==> config.mk <==
export PLATFORM = sky130hd
export DESIGN_NAME = stop_wake_ctrl
export DESIGN_NICKNAME = d
export VERILOG_FILES = /design/src/rtl/swc_pkg.sv /design/src/rtl/swc_settle_cnt.sv /design/src/rtl/swc_fsm.sv /design/src/rtl/swc_periph_gate.sv /design/src/rtl/stop_wake_ctrl.sv
export SDC_FILE = /design/constraint.sdc
export NUM_CORES = 1
export LEC_CHECK = 0
export BUFFER_PORTS_ARGS = -buffer_cell sky130_fd_sc_hd__buf_2
export CORE_UTILIZATION = 50
export DETAILED_ROUTE_END_ITERATION = 10
export GPL_TIMING_DRIVEN = 0
export PLACE_DENSITY = 0.76
export SYNTH_ARGS = -nofsm -noshare
export SYNTH_HDL_FRONTEND = slang
export SYNTH_SLANG_ARGS = --single-unit
==> constraint.sdc <==
create_clock -name clk -period 2.2 [get_ports clk]
set_input_delay 0.22 -clock clk [delete_from_list [all_inputs] [get_ports clk]]
set_output_delay 0.22 -clock clk [all_outputs]
set_load 0.01 [all_outputs]
==> src/rtl/swc_pkg.sv <==
package swc_pkg;
  typedef enum logic [2:0] {
    ST_RUN     = 3'd0,
    ST_CHECK   = 3'd1,
    ST_STOPPED = 3'd2,
    ST_SETTLE  = 3'd3,
    ST_RESUME  = 3'd4
  } swc_state_e;

  localparam int unsigned NUM_PERIPH = 6;

  typedef struct packed {
    logic tmr_freeze;
    logic sci_freeze;
    logic adc_disable;
    logic wdog_reset;
    logic nvm_wprot;
    logic pwm_hold;
  } periph_ctl_t;
endpackage

==> src/rtl/swc_settle_cnt.sv <==
module swc_settle_cnt #(
  parameter int unsigned SHORT_CYCLES = 16,
  parameter int unsigned LONG_CYCLES  = 4064
) (
  input  logic clk,
  input  logic rst_n,
  input  logic clear,
  input  logic run,
  input  logic long_sel,
  output logic done
);
  localparam int unsigned CW = $clog2(LONG_CYCLES);
  localparam logic [CW-1:0] LIM_SHORT = CW'(SHORT_CYCLES - 1);
  localparam logic [CW-1:0] LIM_LONG  = CW'(LONG_CYCLES - 1);

  logic [CW-1:0] cnt_q;
  logic [CW-1:0] limit;

  assign limit = long_sel ? LIM_LONG : LIM_SHORT;
  assign done  = run && (cnt_q == limit);

  always_ff @(posedge clk or negedge rst_n) begin
    if (!rst_n) begin
      cnt_q <= '0;
    end else if (clear) begin
      cnt_q <= '0;
    end else if (run && !done) begin
      cnt_q <= cnt_q + 1'b1;
    end
  end
endmodule

==> src/rtl/swc_fsm.sv <==
module swc_fsm
  import swc_pkg::*;
(
  input  logic       clk,
  input  logic       rst_n,
  input  logic       stop_req,
  input  logic       can_asleep,
  input  logic       irq_any,
  input  logic       wake_reset,
  input  logic       settle_done,
  output swc_state_e state_q,
  output logic       hold_nxt,
  output logic       cnt_clear,
  output logic       cnt_run,
  output logic       vec_rst_q,
  output logic       refused_q,
  output logic       slow_clr_q
);
  swc_state_e state_d;
  logic       vec_rst_d;
  logic       wake_any;

  assign wake_any  = irq_any || wake_reset;
  assign cnt_run   = (state_q == ST_SETTLE);
  assign cnt_clear = ((state_q == ST_STOPPED) && wake_any) ||
                     ((state_q == ST_SETTLE) && wake_reset);
  assign hold_nxt  = (state_d == ST_STOPPED) || (state_d == ST_SETTLE);

  always_comb begin
    state_d   = state_q;
    vec_rst_d = vec_rst_q;
    unique case (state_q)
      ST_RUN: begin
        if (stop_req) state_d = ST_CHECK;
      end
      ST_CHECK: begin
        state_d = can_asleep ? ST_STOPPED : ST_RUN;
      end
      ST_STOPPED: begin
        if (wake_any) begin
          state_d   = ST_SETTLE;
          vec_rst_d = wake_reset;
        end
      end
      ST_SETTLE: begin
        if (wake_reset) begin
          vec_rst_d = 1'b1;
        end else if (settle_done) begin
          state_d = ST_RESUME;
        end
      end
      ST_RESUME: begin
        state_d = ST_RUN;
      end
      default: state_d = ST_RUN;
    endcase
  end

  always_ff @(posedge clk or negedge rst_n) begin
    if (!rst_n) begin
      state_q    <= ST_RUN;
      vec_rst_q  <= 1'b1;
      refused_q  <= 1'b0;
      slow_clr_q <= 1'b0;
    end else begin
      state_q    <= state_d;
      vec_rst_q  <= vec_rst_d;
      refused_q  <= (state_q == ST_CHECK) && !can_asleep;
      slow_clr_q <= (state_q == ST_CHECK) && can_asleep;
    end
  end
endmodule

==> src/rtl/swc_periph_gate.sv <==
module swc_periph_gate
  import swc_pkg::*;
(
  input  logic        clk,
  input  logic        rst_n,
  input  logic        hold_nxt,
  output periph_ctl_t ctl_q
);
  logic [NUM_PERIPH-1:0] bits_q;

  for (genvar g = 0; g < NUM_PERIPH; g++) begin : g_ctl
    always_ff @(posedge clk or negedge rst_n) begin
      if (!rst_n) bits_q[g] <= 1'b0;
      else        bits_q[g] <= hold_nxt;
    end
  end

  assign ctl_q = periph_ctl_t'(bits_q);
endmodule

==> src/rtl/stop_wake_ctrl.sv <==
module stop_wake_ctrl
  import swc_pkg::*;
#(
  parameter int unsigned SHORT_CYCLES = 16,
  parameter int unsigned LONG_CYCLES  = 4064,
  parameter int unsigned VEC_W        = 14,
  parameter logic [VEC_W-1:0] IRQ_VEC = 14'h3FFA,
  parameter logic [VEC_W-1:0] RST_VEC = 14'h3FFE
) (
  input  logic             clk,
  input  logic             rst_n,
  input  logic             stop_req,
  input  logic             can_asleep,
  input  logic             wake_can,
  input  logic             wake_port,
  input  logic             wake_irq,
  input  logic             wake_reset,
  input  logic             long_settle,
  output logic             osc_en,
  output logic             cpu_hold,
  output logic             cpu_release,
  output logic             stack_go,
  output logic [VEC_W-1:0] vec_addr,
  output logic             stop_refused,
  output logic             slow_mode_clr,
  output logic             irq_mask_clr,
  output logic             tmr_freeze,
  output logic             sci_freeze,
  output logic             adc_disable,
  output logic             wdog_reset,
  output logic             nvm_wprot,
  output logic             pwm_hold
);
  swc_state_e  state_q;
  logic        hold_nxt, cnt_clear, cnt_run, settle_done, vec_rst_q;
  periph_ctl_t ctl_q;

  swc_fsm u_fsm (
    .clk        (clk),
    .rst_n      (rst_n),
    .stop_req   (stop_req),
    .can_asleep (can_asleep),
    .irq_any    (wake_can || wake_port || wake_irq),
    .wake_reset (wake_reset),
    .settle_done(settle_done),
    .state_q    (state_q),
    .hold_nxt   (hold_nxt),
    .cnt_clear  (cnt_clear),
    .cnt_run    (cnt_run),
    .vec_rst_q  (vec_rst_q),
    .refused_q  (stop_refused),
    .slow_clr_q (slow_mode_clr)
  );

  swc_settle_cnt #(
    .SHORT_CYCLES(SHORT_CYCLES),
    .LONG_CYCLES (LONG_CYCLES)
  ) u_cnt (
    .clk     (clk),
    .rst_n   (rst_n),
    .clear   (cnt_clear),
    .run     (cnt_run),
    .long_sel(long_settle),
    .done    (settle_done)
  );

  swc_periph_gate u_gate (
    .clk     (clk),
    .rst_n   (rst_n),
    .hold_nxt(hold_nxt),
    .ctl_q   (ctl_q)
  );

  assign osc_en       = (state_q != ST_STOPPED);
  assign cpu_hold     = (state_q == ST_CHECK) || (state_q == ST_STOPPED) ||
                        (state_q == ST_SETTLE);
  assign cpu_release  = (state_q == ST_RESUME);
  assign stack_go     = (state_q == ST_RESUME) && !vec_rst_q;
  assign vec_addr     = vec_rst_q ? RST_VEC : IRQ_VEC;
  assign irq_mask_clr = (state_q == ST_STOPPED) || (state_q == ST_SETTLE);

  assign tmr_freeze  = ctl_q.tmr_freeze;
  assign sci_freeze  = ctl_q.sci_freeze;
  assign adc_disable = ctl_q.adc_disable;
  assign wdog_reset  = ctl_q.wdog_reset;
  assign nvm_wprot   = ctl_q.nvm_wprot;
  assign pwm_hold    = ctl_q.pwm_hold;
endmodule

# Yosys cells after proc, flatten, opt, wreduce, memory -nomap -nowiden
# Cells that the tools add are included.
[op_classes] n_addsub=1 eq_ne=10 n_mux=13 n_reduce_logical=22
[ops] cell="12-bit 2-to-1 mux" n=3
[ops] cell="3-bit 2-to-1 mux" n=5
[ops] cell="12-bit by 1-bit adder with 12-bit output, second input constant" n=1
[ops] cell="12-bit equality test" n=1
[ops] cell="3-bit by 2-bit equality test with 1-bit output, second input constant" n=4
[ops] cell="3-bit one-hot mux with 4 select lines" n=1
[ops] cell="1-bit logical OR" n=8
[ops] cell="1-bit logical AND" n=7
[ops] cell="2-bit nonzero test" n=2
[ops] cell="3-bit by 1-bit equality test with 1-bit output, second input constant" n=1
[ops] cell="3-bit equality test, second input constant" n=1
[ops] cell="1-bit zero test" n=3
[ops] cell="3-bit zero test" n=1
[ops] cell="3-bit by 2-bit != test with 1-bit output, second input constant" n=1
[ops] cell="3-bit AND reduction" n=1
[ops] cell="1-bit 2-to-1 mux" n=2
[ops] cell="2-bit 2-to-1 mux" n=1
[ops] cell="2-bit by 1-bit != test with 1-bit output, second input constant" n=1
[ops] cell="2-bit != test, second input constant" n=1
[ops] cell="1-bit one-hot mux with 2 select lines" n=1
[totals] regBits=19 in_bits=9

# Logic depth before layout (Yosys ltp)
# Gate-level depths: netlist (run 1).
[depth] word_depth=8 depth_mapped=6

# Cells and area by module
# Synthesis (run 1) repeated with hierarchy kept, for this count alone.
[unflattened] cells_unflattened=122 area_unflattened_um2=1179.9
[by_module_without_submodules] module="swc_settle_cnt" instances=1 cells_each=70 area_per_inst_um2=660.6 seq_area_each_um2=300.3
[by_module_without_submodules] module="swc_fsm" instances=1 cells_each=24 area_per_inst_um2=296.5 seq_area_each_um2=151.4
[by_module_without_submodules] module="stop_wake_ctrl" instances=1 cells_each=22 area_per_inst_um2=160.2 seq_area_each_um2=0.0
[by_module_without_submodules] module="swc_periph_gate" instances=1 cells_each=6 area_per_inst_um2=62.6 seq_area_each_um2=25.0

# Least setup slack after synthesis (run 1)
# No wires, ideal clock.
[synth_path] path_type="register -> register" start="register u_cnt.cnt_q[0]" end="register u_cnt.cnt_q[8]" setup_ns=0.078 arrival_ns=1.521 required_ns=2.122 setup_slack_ns=0.601 stages_incl_launch_ff=6 path_buffers=0 cell_sequence="dfrtp_1 > ha_1 > nand3_1 > or3_1 > or3_1 > a21oi_1"
[synth_between] elab_chain_len=5 elab_cells_between_ends=8
[synth_lines] element="from (decl)" line_no="swc_settle_cnt.sv:16" rtl="logic [CW-1:0] cnt_q;"
[synth_lines] element="from (signal assigned)" line_no="swc_settle_cnt.sv:28" rtl="cnt_q <= cnt_q + 1'b1;"
[synth_lines] element="parallel branches: the longest is 5 deep, another holds 12-bit by 1-bit adder with 12-bit output"
# Several ways; the timed one is not identified. The select of a mux whose other input is x is not followed.
# A chain may end at the register's enable or synchronous reset.

# Worst setup path after layout (run 1)
# Same ends and word-level chain as after synthesis.

==> flow_metrics.py, run 1 <==
metrics = {
    "status": {
        "outcome": "finished, final reports clean",
    },
    "cts": {
        "clock_sinks": 19,
        "cts.path.max_buffers": 2,
        "clock_latency_ps": 290,
        "path_clk_slew_ps": 100,
        "cts_tree": "yes",
        "cts_buffers": 3,
        "htree_levels": 1,
        "post_cts_buffers": 0,
        "cts_root_buf": "clkbuf_4",
    },
    "sta": {
        "rsz0062_at_grt": "no",
        "fin_skew_ps": 0.917,
        "relSlewSlack_pct": 57.5,
        "fmax_ghz": 0.563,
        "fin_tns_setup_ps": 0,
        "setup_viol": 0,
        "finalCritPeriodShare_pct": 80.8,
        "final-hold-violation-count": 0,
        "worst_pin_slew_ps": 634,
        "fin_crit_ps": 1780,
        "report.final.slew_viol_count": 0,
    },
    "critical_path": {
        "rr_worst_depth": 5,
        "cp_max_fo": 6,
        "required_ps": 2420,
        "critPathSlowestCell": "or3_1",
        "worstReg2RegStart": "u_cnt.cnt_q[0]",
        "critPathBufInv": 0,
        "reg2reg_to": "u_cnt.cnt_q[8]",
        "worstPathCellList": "ha_1 > nand3_1 > or3_1 > or3_1 > a21oi_1",
        "cp-end-kind": "flip-flop",
        "reg2reg_slack_ps": 420,
        "critical-path-top-delay-family": "simple AND/OR/NAND/NOR gates",
        "start_kind": "flip-flop",
        "critPathKind": "flip-flop to flip-flop",
        "worst_path_largest_cell_delay_ps": 470,
        "cp.depth": 5,
        "crit_top_cell": "or3_1",
        "worstPathArrival_ps": 2000,
    },
    "yosys": {
        "synth.top_cell.area_share_pct": 39.5,
        "yosysSeqAreaShare_pct": 41.8,
        "synthesis.area_um2": 1140,
        "yosys.area.top_type": "dfrtp_1",
        "synth.area.top_cells": "dfrtp_1 39%, buf_4 13%, nor2_1 3.3%",
        "yosysWarnings": 0,
        "postSynth.asyncResetShare_pct": 100,
        "synth_cells": 122,
        "yosys-top-cells-count": "19 x buf_4, 18 x dfrtp_1, 10 x nor2_1",
        "synth_most_common_cell": "buf_4",
        "synth_edf_count": 0,
        "ys_seq_elements": 19,
        "synth_top_flop_cell": "dfrtp_1",
        "ys_types": 38,
        "avgSynthCellArea_um2": 9.35,
    },
    "global_route": {
        "grt_pass1_vias": 847,
        "grt_max_degree": 20,
        "grt_pass1_wl_um": 3650,
        "grt_use_total_pct": 19.5,
        "antenna_found_initial": 0,
        "gr-total-overflow": 0,
    },
    "route": {
        "drt-met1-wl_um": 897,
        "drt_iter0_markers": 22,
        "wl_per_cell_um": 11.0,
        "ant_nets": 0,
        "dr.pass1.iters": 5,
        "dr_wl_met3_um": 155,
        "highest_layer": "met4",
        "viasPerCell": 5.11,
        "wl_um": 2060,
        "vias": 955,
        "wl_met2_um": 991,
        "drc": 0,
    },
    "placement": {
        "dp_hpwl_um": 1550,
        "gp_congestion": 0.776,
        "io_buffers": 22,
        "placed_area_um2": 1330,
        "dp_cells": 182,
    },
    "floorplan": {
        "rows": 16,
        "io-pin-count": 36,
        "dieArea_um2": 2480,
        "dieHeight_um": 49.8,
        "start_util_pct": 55.3,
        "core_area_um2": 2060,
        "die_w_um": 49.8,
    },
    "worst_hold_path": {
        "min_path_cells": 2,
        "hold_start": "can_asleep",
        "holdPathEnd": "u_fsm.refused_q",
        "hold_path_class": "input port to flip-flop",
    },
    "layout": {
        "fin_cells": 187,
        "area_growth_pct": 19.4,
        "drive_gt1_share_pct": 33.1,
        "final_nets": 171,
        "final_area_um2": 1360,
        "diodes": 0,
    },
    "power_and_ir_drop": {
        "total_power_mw": 0.932,
        "p_leak_nw": 0.641,
        "cellPowerDensity_nw_per_um2": 684,
        "ir_worst_vdd_mv": 0.385,
    },
    "job": {
        "max-cap-violations": 0,
    },
}
[per-stage QoR]
| step | hold slack, ps | setup WS (ps) | utilization [%] |
|---|---|---|---|
| after floorplan | -75.6 | 601 | - |
| final | 81.3 | 423 | 66.1 |
| after CTS | 74.3 | 430 | 66.1 |
| after global routing | 80.8 | 240 | 66.1 |
| after detailed placement | 175 | 448 | 64.3 |
| after global placement | 181 | 502 | 64.3 |
[cells in the final DEF (no fill, tap or decap), types with 3 or more instances in the layout]
cell,n
buf_2,22
buf_4,19
dfrtp_1,18
conb_1,13
nor2_1,10
a21oi_1,5
nand2_1,5
nor3_1,5
or3_1,5
nand3_1,4
xnor2_1,4
nand2b_1,3
nor2b_1,3
nor3_2,3
o21ai_1,3
and2_1,3
clkbuf_4,3
[report_power, final]
part           internal (mW)  total [mW]  switching [mW]
logic                  0.154       0.331           0.177
registers              0.393       0.433          0.0395
clock network         0.0706       0.168          0.0977
[state kept, by name, indices dropped and copies added, names as in the netlist]
register	count
u_fsm.state_q	3
u_fsm.vec_rst_q	1
u_fsm.refused_q	1
u_fsm.slow_clr_q	1
u_gate.ctl_q	1
u_cnt.cnt_q	12
[logic make-up after synthesis]
kind of cell	after synthesis	share of synthesized area, %
simple gates	54	28.3
buf+inv	22	13.5
compound gates	19	10.7
flops	19	41.8
xor+xnor	4	3.07
other cells	2	0.658
fa+ha+maj	1	1.10
mux	1	0.877
[worst reg2reg max path: stages, from the launching register on]
cell	delay (ps)
dfrtp_1	400
ha_1	220
nand3_1	130
or3_1	470
or3_1	330
a21oi_1	150
[worst max-delay path by stage]
stage	startpoint	to	slack, ps
after global placement	u_cnt.cnt_q[0]	u_cnt.cnt_q[8]	500
after CTS	u_cnt.cnt_q[0]	u_cnt.cnt_q[8]	430
after detailed placement	u_cnt.cnt_q[0]	u_cnt.cnt_q[8]	450
after global routing	u_cnt.cnt_q[0]	u_cnt.cnt_q[8]	240
after floorplan	u_cnt.cnt_q[0]	u_cnt.cnt_q[8]	600
final	u_cnt.cnt_q[0]	u_cnt.cnt_q[8]	420
[metal layers]
layer | vias to the layer above | global-route usage (%)
li1 | 477 | -
met1 | 428 | 22.8
met2 | 46 | 34.0
met3 | 4 | 6.48
met4 | 0 | 4.76
met5 | - | 0
[cell type report]
class / instances / area, µm²
inverter: 3 / 11.3
tap: 27 / 33.8
fill: 160 / 699
sequential: 19 / 477
timing repair buffer: 23 / 120
buffer: 19 / 143
multi-input combinational: 92 / 552
clock buffer: 4 / 26.3
[repair_timing]
action,in CTS,in global routing
hold buffers,1,0
hold endpoints to repair,18,0
resized for setup,0,0
Note: power is estimated with default switching activity, not from simulation.
==> run 2, diff against run 1 <==
Settings changed: CORE_UTILIZATION 50 to 45, PLACE_DENSITY 0.76 to 0.72.
Clock period 2.2 ns to 1.5 ns, I/O delays scaled along.
==> run 2 against run 1 <==
The run now ends with negative setup slack left; critical path depth unchanged; first-iteration DRC count increased by 4.5%; clock skew increased by 3.5 ps; hold slack improved by 31 ps; sequential power increased by 51%; combinational power increased by 94%; wire length increased by 35%; sequential share of layout area decreased by 5.2 points; critical endpoint is now u_cnt.cnt_q[4]; maximum frequency increased by 7.4%; non-clock buffer count increased by 16.
==> flow_metrics.py, run 2 (synthesis gave the netlist of run 1 again) <==
metrics = {
    "cts": {
        "cts_root_buf": "clkbuf_4",
        "path_clk_slew_ps": 110,
        "cts_buffers": 3,
        "clock_latency_ps": 290,
        "cts.path.max_buffers": 2,
        "htree_levels": 1,
        "cts_tree": "yes",
        "clock_sinks": 19,
    },
    "placement": {
        "io_buffers": 22,
        "gp_congestion": 0.799,
        "dp_hpwl_um": 1640,
        "placed_area_um2": 1340,
        "dp_cells": 183,
    },
    "power_and_ir_drop": {
        "cellPowerDensity_nw_per_um2": 969,
        "ir_worst_vdd_mv": 0.727,
        "p_leak_nw": 0.748,
        "sequentialPowerShare_pct": 42.0,
        "p_comb_share_pct": 41.3,
        "p_int_mw": 1.00,
        "switching_power_mw": 0.554,
        "p_sw_share_pct": 35.6,
        "clockPowerShare_pct": 16.7,
    },
    "sta": {
        "layout_setup_ws_ps": -155,
        "fin_hold_ws_ps": 112,
        "worst_pin_slew_ps": 628,
        "setup_viol": 12,
        "fin_crit_ps": 1650,
        "rsz0062_at_grt": "yes",
        "report.final.slew_viol_count": 0,
        "finalCritPeriodShare_pct": 110,
        "relSlewSlack_pct": 57.8,
        "final-hold-violation-count": 0,
        "fin_skew_ps": 4.37,
        "fmax_ghz": 0.604,
    },
    "route": {
        "ant_nets": 0,
        "wl_per_cell_um": 13.6,
        "vias": 1061,
        "viasPerCell": 5.20,
        "drt_iter0_markers": 23,
        "dr.pass1.iters": 4,
        "drc": 0,
        "wl_um": 2780,
    },
    "critical_path": {
        "reg2reg_to": "u_cnt.cnt_q[4]",
        "cp-end-kind": "flip-flop",
        "required_ps": 1730,
        "rr_worst_depth": 5,
        "cp_max_fo": 3,
        "worstPathArrival_ps": 1880,
        "start_kind": "flip-flop",
        "critPathKind": "flip-flop to flip-flop",
        "worstReg2RegStart": "u_cnt.cnt_q[9]",
        "reg2reg_slack_ps": -150,
    },
    "layout": {
        "top_register": "u_cnt.cnt_q",
        "final_area_um2": 1610,
        "final_cell_mix": "32 x buf_4, 22 x buf_2, 17 x dfrtp_1, 13 x conb_1, 8 x nor2_1",
        "area_growth_pct": 40.8,
        "fin_cells": 204,
        "drive_gt1_share_pct": 49.4,
        "final_common_cell": "buf_4",
        "largest_reg_flops": 12,
        "largest_registers": "u_cnt.cnt_q x12, u_fsm.state_q x3",
        "diodes": 0,
        "final_nets": 187,
    },
    "global_route": {
        "gr-total-overflow": 0,
        "grt_pass1_wl_um": 3920,
        "grt_pass1_vias": 962,
        "antenna_found_initial": 0,
        "grt_max_degree": 20,
        "grt_use_total_pct": 19.3,
    },
    "status": {
        "outcome": "complete, but fails checks",
        "violations": "negative setup slack",
    },
    "worst_hold_path": {
        "holdPathEnd": "u_fsm.state_q[2]",
        "min_path_cells": 2,
        "hold_path_class": "input port to flip-flop",
        "hold_start": "wake_reset",
    },
    "floorplan": {
        "dieHeight_um": 52.4,
        "io-pin-count": 36,
        "dieArea_um2": 2740,
        "start_util_pct": 49.7,
        "core_area_um2": 2300,
        "rows": 17,
        "die_w_um": 52.4,
    },
    "job": {
        "max-cap-violations": 0,
    },
}
## run 2: worst max-delay path: stages, from the launching register on
cell,delay [ps]
dfrtp_1,400
or4_4,530
nor2_4,170
nor2_2,70
a31oi_1,190
o311a_1,220
## run 2: worst max-delay path by stage
stage | startpoint | end | cells past startpoint
global route | u_cnt.cnt_q[9] | u_cnt.cnt_q[4] | 5
CTS | u_cnt.cnt_q[4] | u_cnt.cnt_q[4] | 4
global placement | u_cnt.cnt_q[7] | u_cnt.cnt_q[2] | 5
floorplan | u_cnt.cnt_q[7] | u_cnt.cnt_q[2] | 5
finish | u_cnt.cnt_q[9] | u_cnt.cnt_q[4] | 5
detailed placement | u_cnt.cnt_q[7] | u_cnt.cnt_q[2] | 5
## run 2: timing repair
item / in CTS / in global routing
setup buffers: 12 / 4
endpoints found under the hold margin: 18 / 1
pin swaps: 16 / 10
gates resized for setup: 8 / 14
setup endpoints to repair: 16 / 17
hold buffers: 1 / 1
## run 2: layout make-up
cell class | count | area, µm²
plain buffers | 19 | 143
flip-flops and latches | 19 | 478
fillers | 174 | 691
multi-input cells | 92 | 662
clock buffers | 3 | 22.5
well taps | 28 | 35.0
repair buffers | 39 | 250
clock inverters | 1 | 5.00
inverters | 3 | 11.3
## run 2: power groups by stage
stage,combinational [mW],clock [mW],sequential [mW]
after floorplan,0.343,0,0.638
after global placement,0.477,0,0.640
after detailed placement,0.486,0,0.646
after CTS,0.573,0.266,0.638
after global routing,0.697,0.291,0.659
final,0.643,0.261,0.654
## run 2: metrics by stage
stage | setup WS (ps) | utilization (%) | total power, mW | setup TNS [ps]
after floorplan | -50.3 | - | 0.980 | -101
after global placement | -139 | 58.5 | 1.12 | -808
after detailed placement | -136 | 58.5 | 1.13 | -989
after CTS | -93.1 | 65.7 | 1.48 | -695
after global routing | -173 | 69.9 | 1.65 | -1550
final | -155 | 69.9 | 1.56 | -873
## run 2: layer usage
layer | up-vias | routed length (µm) | GRT usage, %
li1 | 504 | - | -
met1 | 494 | 1150 | 21.2
met2 | 55 | 1420 | 34.8
met3 | 8 | 163 | 4.93
met4 | 0 | 46 | 7.89
met5 | - | 0 | 0
